`src/rtl/pad_evt_pkg.sv`:
```
package pad_evt_pkg;

  localparam int CFG_W      = 16;
  localparam int NUM_ROUTES = 4;
  localparam int CODE_W     = 4;
  localparam int MIN_CODE   = 3;

  typedef enum logic [1:0] {
    TRIG_LEVEL = 2'd0,
    TRIG_RISE  = 2'd1,
    TRIG_OFF   = 2'd2,
    TRIG_ANY   = 2'd3
  } trig_e;

  typedef struct packed {
    logic [1:0]            spare;
    logic                  drive_val;
    logic [CODE_W-1:0]     flt_code;
    logic                  flt_en;
    logic [NUM_ROUTES-1:0] route_en;
    logic                  rx_off;
    logic                  invert;
    trig_e                 trig;
  } cfg_t;

endpackage

```
`src/rtl/pad_evt_sync.sv`:
```
module pad_evt_sync #(
  parameter int STAGES = 2
) (
  input  logic clk,
  input  logic rst,
  input  logic d,
  output logic q
);
  logic [STAGES-1:0] chain_q;

  always_ff @(posedge clk) begin
    if (rst) chain_q <= '0;
    else     chain_q <= {chain_q[STAGES-2:0], d};
  end

  assign q = chain_q[STAGES-1];
endmodule

```
`src/rtl/pad_evt_filter.sv`:
```
module pad_evt_filter #(
  parameter int CODE_W   = 4,
  parameter int MIN_CODE = 3
) (
  input  logic              clk,
  input  logic              rst,
  input  logic              din,
  input  logic              tick,
  input  logic              en,
  input  logic [CODE_W-1:0] code,
  input  logic              restart,
  output logic              filt_d,
  output logic              filt_q
);
  localparam int CNT_W = (1 << CODE_W) - 1;

  logic [CNT_W-1:0] cnt_q, cnt_d;
  logic [CODE_W-1:0] eff_code;
  logic [CNT_W:0]    last_cnt;

  always_comb begin
    eff_code = (code < CODE_W'(MIN_CODE)) ? CODE_W'(MIN_CODE) : code;
    last_cnt = ((CNT_W+1)'(1) << eff_code) - (CNT_W+1)'(1);
  end

  always_comb begin
    filt_d = filt_q;
    cnt_d  = cnt_q;
    if (!en) begin
      filt_d = din;
      cnt_d  = '0;
    end else if (restart || din == filt_q) begin
      cnt_d = '0;
    end else if (tick) begin
      if ({1'b0, cnt_q} == last_cnt) begin
        filt_d = din;
        cnt_d  = '0;
      end else begin
        cnt_d = cnt_q + 1'b1;
      end
    end
  end

  always_ff @(posedge clk) begin
    if (rst) begin
      filt_q <= 1'b0;
      cnt_q  <= '0;
    end else begin
      filt_q <= filt_d;
      cnt_q  <= cnt_d;
    end
  end
endmodule

```
`src/rtl/pad_evt_trig.sv`:
```
module pad_evt_trig
  import pad_evt_pkg::*;
(
  input  logic  clk,
  input  logic  rst,
  input  logic  filt_q,
  input  logic  filt_d,
  input  trig_e trig,
  input  logic  rx_off,
  input  logic  hist_load,
  input  logic  clr,
  output logic  sts_q
);
  logic prev_q;
  logic evt;

  always_comb begin
    unique case (trig)
      TRIG_LEVEL: evt = filt_q;
      TRIG_RISE:  evt = filt_q & ~prev_q;
      TRIG_ANY:   evt = filt_q ^ prev_q;
      default:    evt = 1'b0;
    endcase
    if (rx_off) evt = 1'b0;
  end

  always_ff @(posedge clk) begin
    if (rst) begin
      prev_q <= 1'b0;
      sts_q  <= 1'b0;
    end else begin
      prev_q <= hist_load ? filt_d : filt_q;
      sts_q  <= clr ? 1'b0 : (sts_q | evt);
    end
  end
endmodule

```
`src/rtl/pad_evt_det.sv`:
```
module pad_evt_det
  import pad_evt_pkg::*;
#(
  parameter int SYNC_STAGES = 2
) (
  input  logic                  clk,
  input  logic                  rst,
  input  logic                  pad_raw,
  input  logic                  slow_tick,
  input  logic                  cfg_we,
  input  logic [CFG_W-1:0]      cfg_wdata,
  input  logic                  sts_clr,
  output logic                  evt_sts,
  output logic                  rx_state,
  output logic                  tx_state,
  output logic [NUM_ROUTES-1:0] route_irq
);
  cfg_t cfg_q;
  cfg_t cfg_new;
  logic sync_q;
  logic polar;
  logic filt_d, filt_q;
  logic hist_load;
  logic sts_q;
  logic [NUM_ROUTES-1:0] route_q;

  assign cfg_new = cfg_t'(cfg_wdata);

  always_ff @(posedge clk) begin
    if (rst)         cfg_q <= cfg_t'('0);
    else if (cfg_we) cfg_q <= cfg_new;
  end

  assign hist_load = cfg_we && ((cfg_new.trig != cfg_q.trig) ||
                                (cfg_new.flt_en != cfg_q.flt_en) ||
                                (cfg_new.flt_code != cfg_q.flt_code));

  pad_evt_sync #(.STAGES(SYNC_STAGES)) u_sync (
    .clk(clk), .rst(rst), .d(pad_raw), .q(sync_q)
  );

  assign polar = sync_q ^ cfg_q.invert;

  pad_evt_filter #(.CODE_W(CODE_W), .MIN_CODE(MIN_CODE)) u_filt (
    .clk(clk), .rst(rst), .din(polar), .tick(slow_tick),
    .en(cfg_q.flt_en), .code(cfg_q.flt_code), .restart(hist_load),
    .filt_d(filt_d), .filt_q(filt_q)
  );

  pad_evt_trig u_trig (
    .clk(clk), .rst(rst), .filt_q(filt_q), .filt_d(filt_d),
    .trig(cfg_q.trig), .rx_off(cfg_q.rx_off), .hist_load(hist_load),
    .clr(sts_clr), .sts_q(sts_q)
  );

  for (genvar g = 0; g < NUM_ROUTES; g++) begin : g_route
    always_ff @(posedge clk) begin
      if (rst) route_q[g] <= 1'b0;
      else     route_q[g] <= sts_q & cfg_q.route_en[g];
    end
  end

  assign evt_sts   = sts_q;
  assign rx_state  = sync_q;
  assign tx_state  = cfg_q.drive_val;
  assign route_irq = route_q;
endmodule

```
`config.mk`:
```
export PLATFORM = sky130hd
export DESIGN_NAME = pad_evt_det
export DESIGN_NICKNAME = d
export VERILOG_FILES = /design/src/rtl/pad_evt_pkg.sv /design/src/rtl/pad_evt_sync.sv /design/src/rtl/pad_evt_filter.sv /design/src/rtl/pad_evt_trig.sv /design/src/rtl/pad_evt_det.sv
export SDC_FILE = /design/constraint.sdc
export NUM_CORES = 1
export LEC_CHECK = 0
export BUFFER_PORTS_ARGS = -buffer_cell sky130_fd_sc_hd__buf_2
export CORE_MARGIN = 8
export CORE_UTILIZATION = 35
export CTS_CLUSTER_DIAMETER = 50
export DETAILED_ROUTE_END_ITERATION = 7
export SETUP_SLACK_MARGIN = 0.2
export SYNTH_ARGS = -nofsm -noshare
export SYNTH_HDL_FRONTEND = slang
export SYNTH_HIERARCHICAL = 1
export SYNTH_SLANG_ARGS = --single-unit
```
`constraint.sdc`:
```
create_clock -name clk -period 4.3 [get_ports clk]
set_input_delay 0.645 -clock clk [delete_from_list [all_inputs] [get_ports clk]]
set_output_delay 0.645 -clock clk [all_outputs]
set_load 0.01 [all_outputs]
```
Word level (Yosys, flattened, before mapping). Cells that the tools add are included.

Bits in registers: 38. Input port bits: 22. Output and inout port bits: 7. Word-level logic and storage cells: 53.

$add $sub $neg: 2. Magnitude comparators: 1. Eq/ne operators: 7. Shifts and indexed selects: 1. Mux-type cells: 9. Bitwise operators: 10. Reduce and logical (&&, ||, !) cells: 7.

Operator list (number): 15-bit by 16-bit equality test with 1-bit output (1); 1-bit by 4-bit left shift with 16-bit output, first input constant (1); 16-bit by 2-bit subtractor with 16-bit output, second input constant (1); 15-bit by 1-bit adder with 15-bit output, second input constant (1); 15-bit two-way mux (1); 1-bit two-way mux (6); 1-bit bitwise AND (5); 4-bit by 2-bit < comparator with 1-bit output, second input constant (1); 4-bit two-way mux (1); 4-bit inequality test (1); 1-bit logical OR (3); 1-bit case mux with 3 select lines (1); 3-bit OR reduction (1); 2-bit by 1-bit equality test with 1-bit output, second input constant (1); 2-bit equality test, second input constant (1); 2-bit zero test (1); 2-bit inequality test (1); 1-bit inverter (2); 2-bit OR reduction (1); 1-bit XOR (2); 1-bit equality test (1); 1-bit logical AND (1); 1-bit inequality test (1); 1-bit OR (1).

Longest topological paths before layout.
Word-level depth: 10. Gate-level depth with buffers: 10. Gate-level depth less buffers: 9.

Cells and area by module. The synthesis kept the hierarchy.

Modules (own cells, without submodules): pad_evt_filter (times used 1, cells each 143, area each 1156.1 um2, sequential area each 320.3 um2); pad_evt_det (times used 1, cells each 64, area each 695.7 um2, sequential area each 360.3 um2); pad_evt_trig (times used 1, cells each 11, area each 108.9 um2, sequential area each 40.0 um2); pad_evt_sync (times used 1, cells each 4, area each 52.6 um2, sequential area each 40.0 um2).

Worst setup path after synthesis. Ideal clock, no wire load.

Path kind: input to register. Start point: input cfg_wdata[8]. End point: register u_filt.cnt_q[12]. Setup time: 0.078 ns. Data arrival time: 2.201 ns. Required time: 4.222 ns. Slack: 2.021 ns. Cell stages on the path: 6. Path buffers: 2. Cell sequence: xor2_1 > o41a_1 > or4_1 > clkbuf_1 > clkbuf_1 > nor3_1.

Longest elaborated chain between the ends: 6.

Ends and longest elaborated chain: start, declared (RTL line pad_evt_det.sv:11) `input logic [CFG_W-1:0] cfg_wdata,`; 1-bit inequality test (RTL line pad_evt_det.sv:35) `(cfg_new.flt_en != cfg_q.flt_en) ||`; 1-bit logical OR (RTL line pad_evt_det.sv:34) `assign hist_load = cfg_we && ((cfg_new.trig != cfg_q.trig) ||`; 1-bit logical OR (RTL line pad_evt_det.sv:35); 1-bit logical AND (RTL line pad_evt_det.sv:34); via hist_load (RTL line pad_evt_det.sv:23) `logic hist_load;`; 1-bit logical OR (RTL line pad_evt_filter.sv:32) `end else if (restart || din == filt_q) begin`; 3-bit OR reduction (no line); end signal, assigned (RTL line pad_evt_filter.sv:50) `cnt_q <= cnt_d;`; end, declared (RTL line pad_evt_filter.sv:17) `logic [CNT_W-1:0] cnt_q, cnt_d;`.

The timed path passes the listed nets, and every way through them passes these cells. A chain may end at the register's enable or synchronous reset.

Worst setup path in the final report.
Start point: register cfg_q[12] in the netlist's numbering. End point: register u_filt.cnt_q[6].

Elaborated cells on any way between the ends: 11. Classes of those cells: add/sub: 1; order compare: 1; eq/ne: 2; shift: 1; mux: 2; reduce/logical: 4.

RTL lines: start, declared (RTL line pad_evt_det.sv:18) `cfg_t cfg_q;`; start signal, assigned (RTL line pad_evt_det.sv:30) `if (rst) cfg_q <= cfg_t'('0);`; start signal, assigned (RTL line pad_evt_det.sv:31) `else if (cfg_we) cfg_q <= cfg_new;`; 4-bit inequality test (RTL line pad_evt_det.sv:36) `(cfg_new.flt_code != cfg_q.flt_code));`; 1-bit logical OR (RTL line pad_evt_det.sv:35); 1-bit logical AND (RTL line pad_evt_det.sv:34); via hist_load (RTL line pad_evt_det.sv:23); 1-bit logical OR (RTL line pad_evt_filter.sv:32); 3-bit OR reduction (no line).

The timed path passes the listed nets, and every way through them passes these cells.

==> out/qor.tcl <==
set qor(floorplan.rows) 27
set qor(post_cts_buffers) 0
set qor(hold_class) {register to register}
set qor(max_cap_violations) 0
set qor(worst_skew_pair.late_latency_ps) 290
set qor(htree_num_levels) 2
set qor(r2r_cells) 5
set qor(cts_inserted_buffers) 5
set qor(die_area_um2) 8435
set qor(hold_viol_final) 0
set qor(crit_path_top_delay_cell) {or4_1}
set qor(pin_count) 29
set qor(routed_via_density) 4.981
set qor(critical-path-top-delay-family) {simple AND/OR/NAND/NOR gates}
set qor(synthesis.area_um2) 2013
set qor(layout-area-overhead-vs-synth_pct) 11.19
set qor(starting_utilization_of_the_core_area) 0.3634
set qor(post-synth-top-count-cell) {dfxtp_1}
set qor(grt_first_pass_wirelength_mm) 7.051
set qor(timing.critical_path.arrival_ps) 2830
set qor(grt-ovfl-total) 0
set qor(totalNegativeSetupSlack_ps) 0
set qor(peakVddDrop_uv) 198.0
set qor(final.min_clock_period_ps) 2637
set qor(fraction_of_final_layout_cells_sized_beyond_drive_strength_1) 0.1570
set qor(min_to) {u_sync/chain_q[1]$_SDFF_PP0_}
set qor(unrepaired_setup_endpoints_after_global_routing) {false}
set qor(max_freq_mhz) 379.2
set qor(fp.coreArea_um2) 5540
set qor(place.port_buffers) 26
set qor(status) {completed}
set qor(critical_path.n_buffers_inverters) 0
set qor(slew-limit-headroom) 0.5654
set qor(synth.distinct_cells) 47
set qor(worst-path-max-fanout) 18
set qor(timing.critical_path.slowest_cell_delay_ps) 760
set qor(detailed_placement_hpwl_mm) 3.040
set qor(min_delay_path_depth) 1
set qor(ys_dominant_reg_cell) {dfxtp_1}
set qor(finalHoldWorstSlack_ps) 440.3
set qor(worst_r2r_endpoint) {u_filt/cnt_q[6]$_SDFFE_PP0P_}
set qor(yosysWarningCount) 6
set qor(ys_top_cells_by_count) {38 x dfxtp_1, 21 x nor3_1, 20 x nor2_1, 18 x mux2i_1}
set qor(cts-root-buf) {clkbuf_8}
set qor(biggest_area_contributors_in_the_synthesized_netlist) {dfxtp_1 38%, mux2i_1 8.9%, xnor2_1 6.5%, xor2_1 6.5%, nor3_1 5.2%}
set qor(detail_route.wirelength_mm) 4.110
set qor(remaining_drc_errors) 0
set qor(finalSetupViolations) 0
set qor(first_pass_iteration_count_of_the_detailed_router) 4
set qor(dr_total_vias) 1564
set qor(final_net_count) 266
set qor(gpl.final_weighted_congestion) 0.8093
set qor(synth.ff_latch_count) 38
set qor(reg2reg_from) {cfg_q[12]$_SDFFE_PP0P_}
set qor(worst_slew_pin_slew_ps) 651.1
set qor(grt_util_all_layers) 0.1018
set qor(final_core_utilization) 0.4040
set qor(hold_buf_cts) 0
set qor(synth-async-reset-ratio) 0
set qor(critPathRequiredTime_ps) 4490
set qor(cts.reportedPaths.clkPinSlew_ps) 70
set qor(cts_tree) {yes}
set qor(tritoncts_num_sinks) 38
set qor(fillers) 596
set qor(report.final.slew_viol_count) 0
set qor(postRouteAntennaNets) 0
set qor(holdCritStartpoint) {u_sync/chain_q[0]$_SDFF_PP0_}
set qor(synth.largest_area_cell) {dfxtp_1}
set qor(fp.dieH_um) 91.84
set qor(r2r_slack_ps) 1660
set qor(detailedRoute.firstIterationViolations) 76
set qor(final.period_utilization) 0.6132
set qor(end_kind) {register}
set qor(cts_repair_resize_count) 0
set qor(floorplan.die.width_um) 91.84
set qor(vias_in_the_first_global_route) 1509
set qor(synth_area_per_inst_um2) 9.068
set qor(synth_edf_count) 0
set qor(crit_path_start_kind) {register}
set qor(grt_max_degree) 23
set qor(clockBufferDepth) 2
set qor(drt-wirelength-per-cell_um) 13.09
set qor(ys_seq_area_frac) 0.3779
set qor(antenna_violations_before_repair) 0
set qor(antenna_cells_inserted) 0
set qor(power.static_leakage_nw) 0.8637
set qor(fin_worst_skew_ps) 5.066
set qor(syn_inst) 222
set qor(ratio_of_total_power_to_cell_area_nw_per_um2) 313.8
set qor(worst_setup_path_startpoint) {cfg_q[12]$_SDFFE_PP0P_}
set qor(cp.depth) 5
set qor(kind_of_critical_path) {register to register}
set qor(cells_along_the_critical_path) {xnor2_1 > nand4_1 > o41a_1 > or4_1 > nor4_1}
set qor(synth_top_cell_area_share) 0.3779
flip-flops by register name, indices dropped and copies added (netlist names):
name,cells
cfg_q,13
route_irq,4
tx_state,1
u_filt/cnt_q,15
u_filt/filt_q,1
u_sync/chain_q,2
u_trig/prev_q,1
u_trig/sts_q,1
cell usage in the layout (no fill, tap or decap), drive strengths merged, types with 2 or more instances in the layout:
cell / n
nor4: 4
a21oi: 3
mux2i: 18
dfxtp: 38
nand2b: 4
and2: 4
inv: 5
conb: 2
nand4: 3
ha: 3
a31oi: 3
buf: 26
xor2: 15
nor3: 21
nand3: 5
nor2b: 4
and3: 4
o21ai: 2
a41oi: 2
xnor2: 15
nor2: 21
a21o: 2
nand2: 11
clkbuf: 6
cell type report:
cell class              instances  area, um2  area share
multi-input cells             165       1144      0.5109
inverters                       5      18.77    0.008385
well taps                      72      90.09     0.04025
flip-flops and latches         38      760.7      0.3399
clock inverters                 2      12.51    0.005590
repair buffers                 26      130.1     0.05813
clock buffers                   6      82.58     0.03689
cell families (layout without fill, tap and decap cells):
kind of cell               after synthesis  count (layout)  share of synthesized area
DFF                                     38              38                     0.3779
and+or+nand+nor                         87              87                     0.2206
buffers and inverters                   20              39                    0.05594
adders and majority gates                3               3                    0.01865
other                                    1               2                   0.001863
xor gates and xnor gates                30              30                     0.1305
AOI/OAI and AO/OA                       24              24                    0.09944
muxes                                   19              19                    0.09509
stage by stage:
stage | instances | setup slack, ps | total power, mW | cell area, um2
after floorplan | 223 | 2021 | 0.4411 | 2017
after global placement | 306 | 1635 | 0.4570 | 2143
after detailed placement | 306 | 1614 | 0.4586 | 2143
after CTS | 314 | 1630 | 0.7150 | 2238
after global routing | 314 | 1427 | 0.7420 | 2238
final | 314 | 1663 | 0.7023 | 2238
power breakdown:
part | switching, mW | total (mW) | internal, mW
registers | 0.0145 | 0.377 | 0.362
logic | 0.0354 | 0.0736 | 0.0382
clock network | 0.123 | 0.252 | 0.129
layer usage:
metal	vias up	wire (um)	track usage
li1	809	-	-
met1	726	2043	0.1270
met2	25	1935	0.1609
met3	4	83	0.02526
met4	0	48	0.04698
met5	-	0	0
worst max path at each step:
stage / endpoint / slack (ps)
CTS: u_filt/cnt_q[5]$_SDFFE_PP0P_ / 1630
floorplan: u_filt/cnt_q[12]$_SDFFE_PP0P_ / 2020
finish: u_filt/cnt_q[6]$_SDFFE_PP0P_ / 1660
global placement: u_filt/cnt_q[6]$_SDFFE_PP0P_ / 1640
global route: u_filt/cnt_q[7]$_SDFFE_PP0P_ / 1430
detailed placement: u_filt/cnt_q[5]$_SDFFE_PP0P_ / 1610
Note: power is estimated with default switching activity, not from simulation.
